## config.mk

```make
export PLATFORM = sky130hd
export DESIGN_NAME = ebc_strobe_ctrl
export DESIGN_NICKNAME = d
export VERILOG_FILES = /design/src/rtl/ebc_pkg.sv /design/src/rtl/ebc_fsm.sv /design/src/rtl/ebc_req_latch.sv /design/src/rtl/ebc_pins.sv /design/src/rtl/ebc_strobe_ctrl.sv
export SDC_FILE = /design/constraint.sdc
export NUM_CORES = 1
export LEC_CHECK = 0
export ABC_AREA = 1
export BUFFER_PORTS_ARGS = -buffer_cell sky130_fd_sc_hd__clkbuf_2
export CAP_MARGIN = 20
export CORE_ASPECT_RATIO = 0.5
export CORE_MARGIN = 2
export CORE_UTILIZATION = 50
export CTS_CLUSTER_DIAMETER = 40
export DETAILED_ROUTE_END_ITERATION = 10
export HOLD_SLACK_MARGIN = 0.12
export PLACE_DENSITY = 0.75
export SETUP_SLACK_MARGIN = 0.4
export SLEW_MARGIN = 5
export SYNTH_ARGS = -nofsm -noshare
export SYNTH_HDL_FRONTEND = slang
export SYNTH_HIERARCHICAL = 1
export SYNTH_SLANG_ARGS = --single-unit
```

## constraint.sdc

```tcl
create_clock -name clk -period 4.48 [get_ports clk]
set_input_delay 0.448 -clock clk [delete_from_list [all_inputs] [get_ports clk]]
set_output_delay 0.448 -clock clk [all_outputs]
set_load 0.02 [all_outputs]
```

## src/rtl/ebc_pkg.sv

```systemverilog
package ebc_pkg;
  typedef enum logic [2:0] {
    ST_IDLE  = 3'd0,
    ST_T1A   = 3'd1,
    ST_T1B   = 3'd2,
    ST_T2A   = 3'd3,
    ST_T2W   = 3'd4,
    ST_T2B   = 3'd5,
    ST_GRANT = 3'd6
  } ebc_state_e;
endpackage

```

## src/rtl/ebc_fsm.sv

```systemverilog
module ebc_fsm
  import ebc_pkg::*;
(
  input  logic       clk,
  input  logic       rst,
  input  logic       req_i,
  input  logic       breq_i,
  input  logic       wait_i,
  input  logic       int_q,
  output logic       accept_o,
  output ebc_state_e st_q,
  output ebc_state_e st_d
);
  assign accept_o = (st_q == ST_IDLE) && req_i && !breq_i;

  always_comb begin
    st_d = st_q;
    unique case (st_q)
      ST_IDLE:  if (breq_i) st_d = ST_GRANT;
                else if (req_i) st_d = ST_T1A;
      ST_T1A:   st_d = ST_T1B;
      ST_T1B:   st_d = ST_T2A;
      ST_T2A:   st_d = (wait_i && !int_q) ? ST_T2W : ST_T2B;
      ST_T2W:   st_d = ST_T2A;
      ST_T2B:   st_d = ST_IDLE;
      ST_GRANT: if (!breq_i) st_d = ST_IDLE;
      default:  st_d = ST_IDLE;
    endcase
  end

  always_ff @(posedge clk) begin
    if (rst) st_q <= ST_IDLE;
    else     st_q <= st_d;
  end
endmodule

```

## src/rtl/ebc_req_latch.sv

```systemverilog
module ebc_req_latch #(
  parameter int ADDR_W = 22,
  parameter int DATA_W = 8
) (
  input  logic              clk,
  input  logic              rst,
  input  logic              accept_i,
  input  logic              we_i,
  input  logic              int_i,
  input  logic              ds2en_i,
  input  logic [ADDR_W-1:0] addr_i,
  input  logic [DATA_W-1:0] wdata_i,
  output logic              int_q,
  output logic              we_d,
  output logic              int_d,
  output logic              ds2en_d,
  output logic [ADDR_W-1:0] addr_d,
  output logic [DATA_W-1:0] wdata_d
);
  logic              we_q, ds2en_q;
  logic [ADDR_W-1:0] addr_q;
  logic [DATA_W-1:0] wdata_q;

  always_ff @(posedge clk) begin
    if (rst) begin
      we_q <= 1'b0; int_q <= 1'b0; ds2en_q <= 1'b0;
      addr_q <= '0; wdata_q <= '0;
    end else if (accept_i) begin
      we_q <= we_i; int_q <= int_i; ds2en_q <= ds2en_i;
      addr_q <= addr_i; wdata_q <= wdata_i;
    end
  end

  // Values that will be held after this edge, so output registers line up.
  assign we_d    = accept_i ? we_i    : we_q;
  assign int_d   = accept_i ? int_i   : int_q;
  assign ds2en_d = accept_i ? ds2en_i : ds2en_q;
  assign addr_d  = accept_i ? addr_i  : addr_q;
  assign wdata_d = accept_i ? wdata_i : wdata_q;
endmodule

```

## src/rtl/ebc_pins.sv

```systemverilog
module ebc_pins
  import ebc_pkg::*;
#(
  parameter int ADDR_W  = 22,
  parameter int DATA_W  = 8,
  parameter int SEL_BIT = 21
) (
  input  logic                     clk,
  input  logic                     rst,
  input  ebc_state_e               st_q,
  input  ebc_state_e               st_d,
  input  logic                     we_d,
  input  logic                     int_d,
  input  logic                     ds2en_d,
  input  logic [ADDR_W-1:0]        addr_d,
  input  logic [DATA_W-1:0]        wdata_d,
  input  logic                     hiz_i,
  input  logic [DATA_W-1:0]        ad_i,
  output logic [DATA_W-1:0]        ad_o,
  output logic                     ad_oe_o,
  output logic [ADDR_W-DATA_W-1:0] addr_hi_o,
  output logic                     as_n_o,
  output logic                     ds_n_o,
  output logic                     ds2_n_o,
  output logic                     strb_oe_o,
  output logic                     back_o,
  output logic                     done_o,
  output logic [DATA_W-1:0]        rdata_o
);
  logic in_t1, in_dsl, in_t2, ext, upper, drive_en;

  assign in_t1    = (st_d == ST_T1A) || (st_d == ST_T1B);
  assign in_dsl   = (st_d == ST_T2A) || (st_d == ST_T2W);
  assign in_t2    = in_dsl || (st_d == ST_T2B);
  assign ext      = !int_d;
  assign upper    = !ds2en_d || addr_d[SEL_BIT];
  assign drive_en = !hiz_i && (st_d != ST_GRANT);

  always_ff @(posedge clk) begin
    if (rst) begin
      as_n_o    <= 1'b1;
      ds_n_o    <= 1'b1;
      ds2_n_o   <= 1'b1;
      strb_oe_o <= 1'b1;
      ad_oe_o   <= 1'b0;
      ad_o      <= '0;
      addr_hi_o <= '0;
      back_o    <= 1'b0;
      done_o    <= 1'b0;
      rdata_o   <= '0;
    end else begin
      as_n_o    <= !(st_d == ST_T1A);
      ds_n_o    <= !(in_dsl && ext && upper);
      ds2_n_o   <= !(in_dsl && ext && !upper);
      strb_oe_o <= drive_en;
      ad_oe_o   <= drive_en && (in_t1 || (in_t2 && ext && we_d));
      ad_o      <= in_t1 ? addr_d[DATA_W-1:0] : wdata_d;
      addr_hi_o <= addr_d[ADDR_W-1:DATA_W];
      back_o    <= (st_d == ST_GRANT);
      done_o    <= (st_d == ST_T2B);
      if (st_q == ST_T2A && st_d == ST_T2B && ext && !we_d)
        rdata_o <= ad_i;
    end
  end
endmodule

```

## src/rtl/ebc_strobe_ctrl.sv

```systemverilog
module ebc_strobe_ctrl
  import ebc_pkg::*;
#(
  parameter int ADDR_W  = 22,
  parameter int DATA_W  = 8,
  parameter int SEL_BIT = 21
) (
  input  logic                     clk,
  input  logic                     rst,
  input  logic                     req_i,
  input  logic                     req_we_i,
  input  logic                     req_int_i,
  input  logic [ADDR_W-1:0]        req_addr_i,
  input  logic [DATA_W-1:0]        req_wdata_i,
  input  logic                     ds2_en_i,
  input  logic                     hiz_i,
  input  logic                     wait_i,
  input  logic                     breq_i,
  input  logic [DATA_W-1:0]        ad_i,
  output logic [DATA_W-1:0]        ad_o,
  output logic                     ad_oe_o,
  output logic [ADDR_W-DATA_W-1:0] addr_hi_o,
  output logic                     as_n_o,
  output logic                     ds_n_o,
  output logic                     ds2_n_o,
  output logic                     strb_oe_o,
  output logic                     back_o,
  output logic                     done_o,
  output logic [DATA_W-1:0]        rdata_o
);
  ebc_state_e        st_q, st_d;
  logic              accept, int_q, we_d, int_d, ds2en_d;
  logic [ADDR_W-1:0] addr_d;
  logic [DATA_W-1:0] wdata_d;

  ebc_fsm u_fsm (
    .clk(clk), .rst(rst), .req_i(req_i), .breq_i(breq_i), .wait_i(wait_i),
    .int_q(int_q), .accept_o(accept), .st_q(st_q), .st_d(st_d)
  );

  ebc_req_latch #(.ADDR_W(ADDR_W), .DATA_W(DATA_W)) u_latch (
    .clk(clk), .rst(rst), .accept_i(accept), .we_i(req_we_i),
    .int_i(req_int_i), .ds2en_i(ds2_en_i), .addr_i(req_addr_i),
    .wdata_i(req_wdata_i), .int_q(int_q), .we_d(we_d), .int_d(int_d),
    .ds2en_d(ds2en_d), .addr_d(addr_d), .wdata_d(wdata_d)
  );

  ebc_pins #(.ADDR_W(ADDR_W), .DATA_W(DATA_W), .SEL_BIT(SEL_BIT)) u_pins (
    .clk(clk), .rst(rst), .st_q(st_q), .st_d(st_d), .we_d(we_d),
    .int_d(int_d), .ds2en_d(ds2en_d), .addr_d(addr_d), .wdata_d(wdata_d),
    .hiz_i(hiz_i), .ad_i(ad_i), .ad_o(ad_o), .ad_oe_o(ad_oe_o),
    .addr_hi_o(addr_hi_o), .as_n_o(as_n_o), .ds_n_o(ds_n_o),
    .ds2_n_o(ds2_n_o), .strb_oe_o(strb_oe_o), .back_o(back_o),
    .done_o(done_o), .rdata_o(rdata_o)
  );
endmodule

```

==> impl_metrics.prom <==
# TYPE chip_impl_metric gauge
chip_impl_metric{name="ff2ff_setup_slack",unit="ps"} 2090
chip_impl_metric{name="top_level_ports",unit=""} 84
chip_impl_metric{name="mappedNetlistNets",unit=""} 533
chip_impl_info{name="synth.cells.most_frequent",value="sky130_fd_sc_hd__inv_1 (131), sky130_fd_sc_hd__dfxtp_1 (73), sky130_fd_sc_hd__nand2_1 (67), sky130_fd_sc_hd__nor2_1 (49), sky130_fd_sc_hd__nor2_2 (39)"} 1
chip_impl_info{name="biggest_area_contributors_in_the_synthesized_netlist",value="sky130_fd_sc_hd__dfxtp_1 (40%), sky130_fd_sc_hd__inv_1 (13%), sky130_fd_sc_hd__nand2_4 (9.6%)"} 1
chip_impl_metric{name="drc",unit=""} 0
chip_impl_metric{name="std_cell_rows",unit=""} 21
chip_impl_metric{name="cts_buffers",unit=""} 9
chip_impl_metric{name="via_count_of_the_first_global_routing_pass",unit=""} 2505
chip_impl_metric{name="sum_of_negative_setup_slack",unit="ps"} 0
chip_impl_metric{name="syn2layout_area_growth",unit="%"} 17.3
chip_impl_metric{name="power.net_switching",unit="mW"} 1.04
chip_impl_metric{name="insertion_delay",unit="ps"} 340
chip_impl_metric{name="max_freq",unit="MHz"} 419
chip_impl_metric{name="via_density_per_instance",unit=""} 4.16
chip_impl_info{name="run_status",value="completed"} 1
chip_impl_metric{name="post_synth_edffs",unit=""} 0
chip_impl_metric{name="finalHoldViolations",unit=""} 0
chip_impl_metric{name="netlist_area",unit="sq um"} 3650
chip_impl_metric{name="grt_usage",unit=""} 0.172
chip_impl_metric{name="ctsHtreeMaxLevel",unit=""} 3
chip_impl_metric{name="async_reset_ff_frac",unit=""} 0
chip_impl_metric{name="core_area",unit="sq um"} 6880
chip_impl_metric{name="synthXorXnorAreaFrac",unit=""} 0
chip_impl_metric{name="synth_seq_area_share",unit=""} 0.400
chip_impl_metric{name="final_layout_net_count",unit=""} 613
chip_impl_metric{name="fp.dieArea",unit="sq um"} 8040
chip_impl_metric{name="crit_arrival",unit="ps"} 2660
chip_impl_metric{name="die_width",unit="um"} 125
chip_impl_metric{name="layout.cells.non_filler",unit=""} 661
chip_impl_info{name="combinational_family_with_the_most_area_after_synthesis",value="simple AND/OR/NAND/NOR gates"} 1
chip_impl_metric{name="p_clk_frac",unit=""} 0.238
chip_impl_info{name="timing.setup.critical_path_class",value="reg -> reg"} 1
chip_impl_info{name="min_path_type",value="in -> reg"} 1
chip_impl_metric{name="detail_route.iter0.violations",unit=""} 78
chip_impl_metric{name="static-leakage-power",unit="nW"} 2.41
chip_impl_info{name="synth_top_cell_by_area",value="sky130_fd_sc_hd__dfxtp_1"} 1
chip_impl_info{name="root_buffer",value="sky130_fd_sc_hd__clkbuf_16"} 1
chip_impl_info{name="yosys_most_used_dff",value="sky130_fd_sc_hd__dfxtp_1"} 1
chip_impl_metric{name="timing.max_slew.rel_slack",unit=""} 0.506
chip_impl_metric{name="final_antenna_net_count",unit=""} 0
chip_impl_metric{name="synth_register_bits",unit=""} 73
chip_impl_metric{name="tightestPinTransition",unit="ps"} 741
chip_impl_metric{name="cts-root-to-sink-buffers",unit=""} 2
chip_impl_metric{name="tritoncts_sinks",unit=""} 73
chip_impl_metric{name="pwr-share-seq",unit=""} 0.329
chip_impl_metric{name="place_hpwl",unit="mm"} 4.56
chip_impl_metric{name="maxSlewViolCount",unit=""} 0
chip_impl_metric{name="final_count_of_negative_setup_slack_endpoints",unit=""} 0
chip_impl_metric{name="timing.final.crit_share",unit=""} 0.533
chip_impl_metric{name="dieHeight",unit="um"} 64.4
chip_impl_metric{name="antenna_violations_before_repair",unit=""} 0
chip_impl_metric{name="drtPass1Iterations",unit=""} 4
chip_impl_metric{name="power.combinational.fraction",unit=""} 0.432
chip_impl_metric{name="power-per-cell-area",unit="nW/um^2"} 597
chip_impl_metric{name="clkTransAtPathRegs",unit="ps"} 50
chip_impl_metric{name="required",unit="ps"} 4750
chip_impl_info{name="rsz0062_at_grt",value="no"} 1
chip_impl_metric{name="largest_net_degree_at_the_start_of_global_routing",unit=""} 35
chip_impl_metric{name="clock-skew-final",unit="ps"} 4.31
chip_impl_metric{name="intPower",unit="mW"} 1.52
chip_impl_metric{name="yosys.area.top_type_share",unit=""} 0.400
chip_impl_metric{name="initial_utilization",unit=""} 0.530
chip_impl_metric{name="post_synth_inst_count",unit=""} 486
chip_impl_metric{name="wl_per_cell",unit="um"} 9.60
chip_impl_metric{name="gp_congestion",unit=""} 0.764
chip_impl_metric{name="vias",unit=""} 2749
chip_impl_metric{name="synthMuxAreaShare",unit=""} 0
chip_impl_metric{name="share_of_post_route_cells_with_drive_strength_above_1",unit=""} 0.378
chip_impl_metric{name="switching_share",unit=""} 0.407
chip_impl_metric{name="holdBufCountCts",unit=""} 0
chip_impl_metric{name="syn-mean-instance-area",unit="sq um"} 7.51
chip_impl_metric{name="synthesis.yosys.warnings",unit=""} 6
chip_impl_metric{name="cts_repair_resized_insts",unit=""} 0
chip_impl_metric{name="synthSimpleGateAreaFrac",unit=""} 0.391
chip_impl_metric{name="total_overflow_reported_by_the_global_router",unit=""} 0
chip_impl_metric{name="vdd.ir_drop.worst",unit="mV"} 0.285
chip_impl_metric{name="synth.distinct_cells",unit=""} 26
chip_impl_metric{name="post_synth_fa_ha_maj_area_fraction",unit=""} 0
chip_impl_info{name="tritoncts",value="yes"} 1
chip_impl_metric{name="wl",unit="mm"} 6.35
chip_impl_metric{name="area_fraction_in_compound_gates_after_synthesis",unit=""} 0.0185
chip_impl_metric{name="holdPathStages",unit=""} 3
chip_impl_info{name="endpoint_kind",value="flop"} 1
chip_impl_metric{name="max_cap_viol_count",unit=""} 0
chip_impl_info{name="crit_path_start_kind",value="flop"} 1
chip_impl_metric{name="cts.repair_timing.setup_buffer_count",unit=""} 0
chip_impl_metric{name="grt_pass1_wl",unit="mm"} 10.8
chip_impl_metric{name="placed_cells",unit=""} 647
chip_impl_metric{name="buffer_ports.inserted",unit=""} 83
chip_impl_metric{name="depth_of_the_most_critical_reg_to_reg_path",unit=""} 15
chip_impl_info{name="synth_most_common_cell",value="sky130_fd_sc_hd__inv_1"} 1
chip_impl_metric{name="n_antenna_cell",unit=""} 0
chip_impl_metric{name="post-route-min-period",unit="ps"} 2390
chip_impl_metric{name="cp_max_fo",unit=""} 34
[cell type report]
class                   count  area, sq um
clock buffers              13          240
multi-input cells         257         1490
fillers                   662         2600
repair buffers             85          430
clock inverters             1         5.00
flip-flops and latches     73         1460
well taps                  92          115
inverters                 140          538
[routing by layer]
| metal | vias to the layer above | wire length (um) | track usage |
|---|---|---|---|
| met1 | 1175 | 3080 | 0.205 |
| li1 | 1513 | - | - |
| met2 | 49 | 2840 | 0.277 |
| met4 | 0 | 113 | 0.0736 |
| met3 | 12 | 315 | 0.0718 |
| met5 | - | 0 | 0 |
[flip-flops by register name, indices dropped and copies added, names as in the netlist, 3 cells and up]
name / flops
u_fsm/st_q: 3
u_pins/addr_hi_o: 14
u_latch/addr_q: 22
u_pins/rdata_o: 8
u_latch/wdata_q: 8
u_pins/ad_o: 8
[power by group through the flow]
stage               Combinational, mW  Sequential [mW]  Clock, mW
floorplan                       0.863            0.925          0
global placement                 1.10            0.852          0
detailed placement               1.11            0.856          0
CTS                              1.12            0.843      0.629
global route                     1.24            0.854      0.656
finish                           1.11            0.843      0.609
[kinds of logic (layout without fill, tap and decap cells)]
family	Yosys count	after routing
AOI/OAI and AO/OA	12	12
buffers and inverters	156	239
DFF	73	73
and+or+nand+nor	245	245
[worst max-delay path: stages (launching register included)]
cell                      delay, ps
sky130_fd_sc_hd__dfxtp_1        510
sky130_fd_sc_hd__nor2_2          80
sky130_fd_sc_hd__nand3_1        120
sky130_fd_sc_hd__inv_1           50
sky130_fd_sc_hd__buf_4          250
sky130_fd_sc_hd__inv_8          390
sky130_fd_sc_hd__nand2_1        100
sky130_fd_sc_hd__nand2_1        100
sky130_fd_sc_hd__inv_1           60
sky130_fd_sc_hd__inv_2           60
sky130_fd_sc_hd__nand2_2         80
sky130_fd_sc_hd__inv_1           70
sky130_fd_sc_hd__nand2_1        120
sky130_fd_sc_hd__nor2_8         160
sky130_fd_sc_hd__nor2_1          60
sky130_fd_sc_hd__nor2_1          90
[through the flow]
stage | total power [mW] | util | hold slack, ps | setup slack, ps | instance area, sq um
2_1_floorplan | 1.79 | - | 492 | 2640 | 3650
3_3_place_gp | 1.95 | 0.587 | 470 | 2070 | 4040
3_5_place_dp | 1.97 | 0.587 | 470 | 2040 | 4040
4_1_cts | 2.59 | 0.622 | 375 | 2070 | 4280
5_1_grt | 2.75 | 0.622 | 411 | 1830 | 4280
6_report | 2.56 | 0.622 | 388 | 2090 | 4280
[worst paths after layout]
kind / end / from
max reg2reg: u_pins/rdata_o[7]$_SDFFE_PP0P_ / u_fsm/st_q[1]$_SDFF_PP0_
min reg2reg: u_pins/rdata_o[6]$_SDFFE_PP0P_ / u_pins/rdata_o[6]$_SDFFE_PP0P_
max: u_pins/rdata_o[7]$_SDFFE_PP0P_ / u_fsm/st_q[1]$_SDFF_PP0_
min: u_pins/ad_oe_o$_SDFF_PP0_ / hiz_i
[cells in the final DEF, fill, tap and decap left out, drive strengths merged]
cell type  netlist  layout
a21oi            3       3
clkbuf           0      96
nor3             1       1
nand2          132     132
buf             16       2
nand3b           2       2
inv            140     140
nand3           18      18
nand4            1       1
clkinv           0       1
dfxtp           73      73
nor2            91      91
o21ai            9       9
Power figures use the tool's default switching activity.
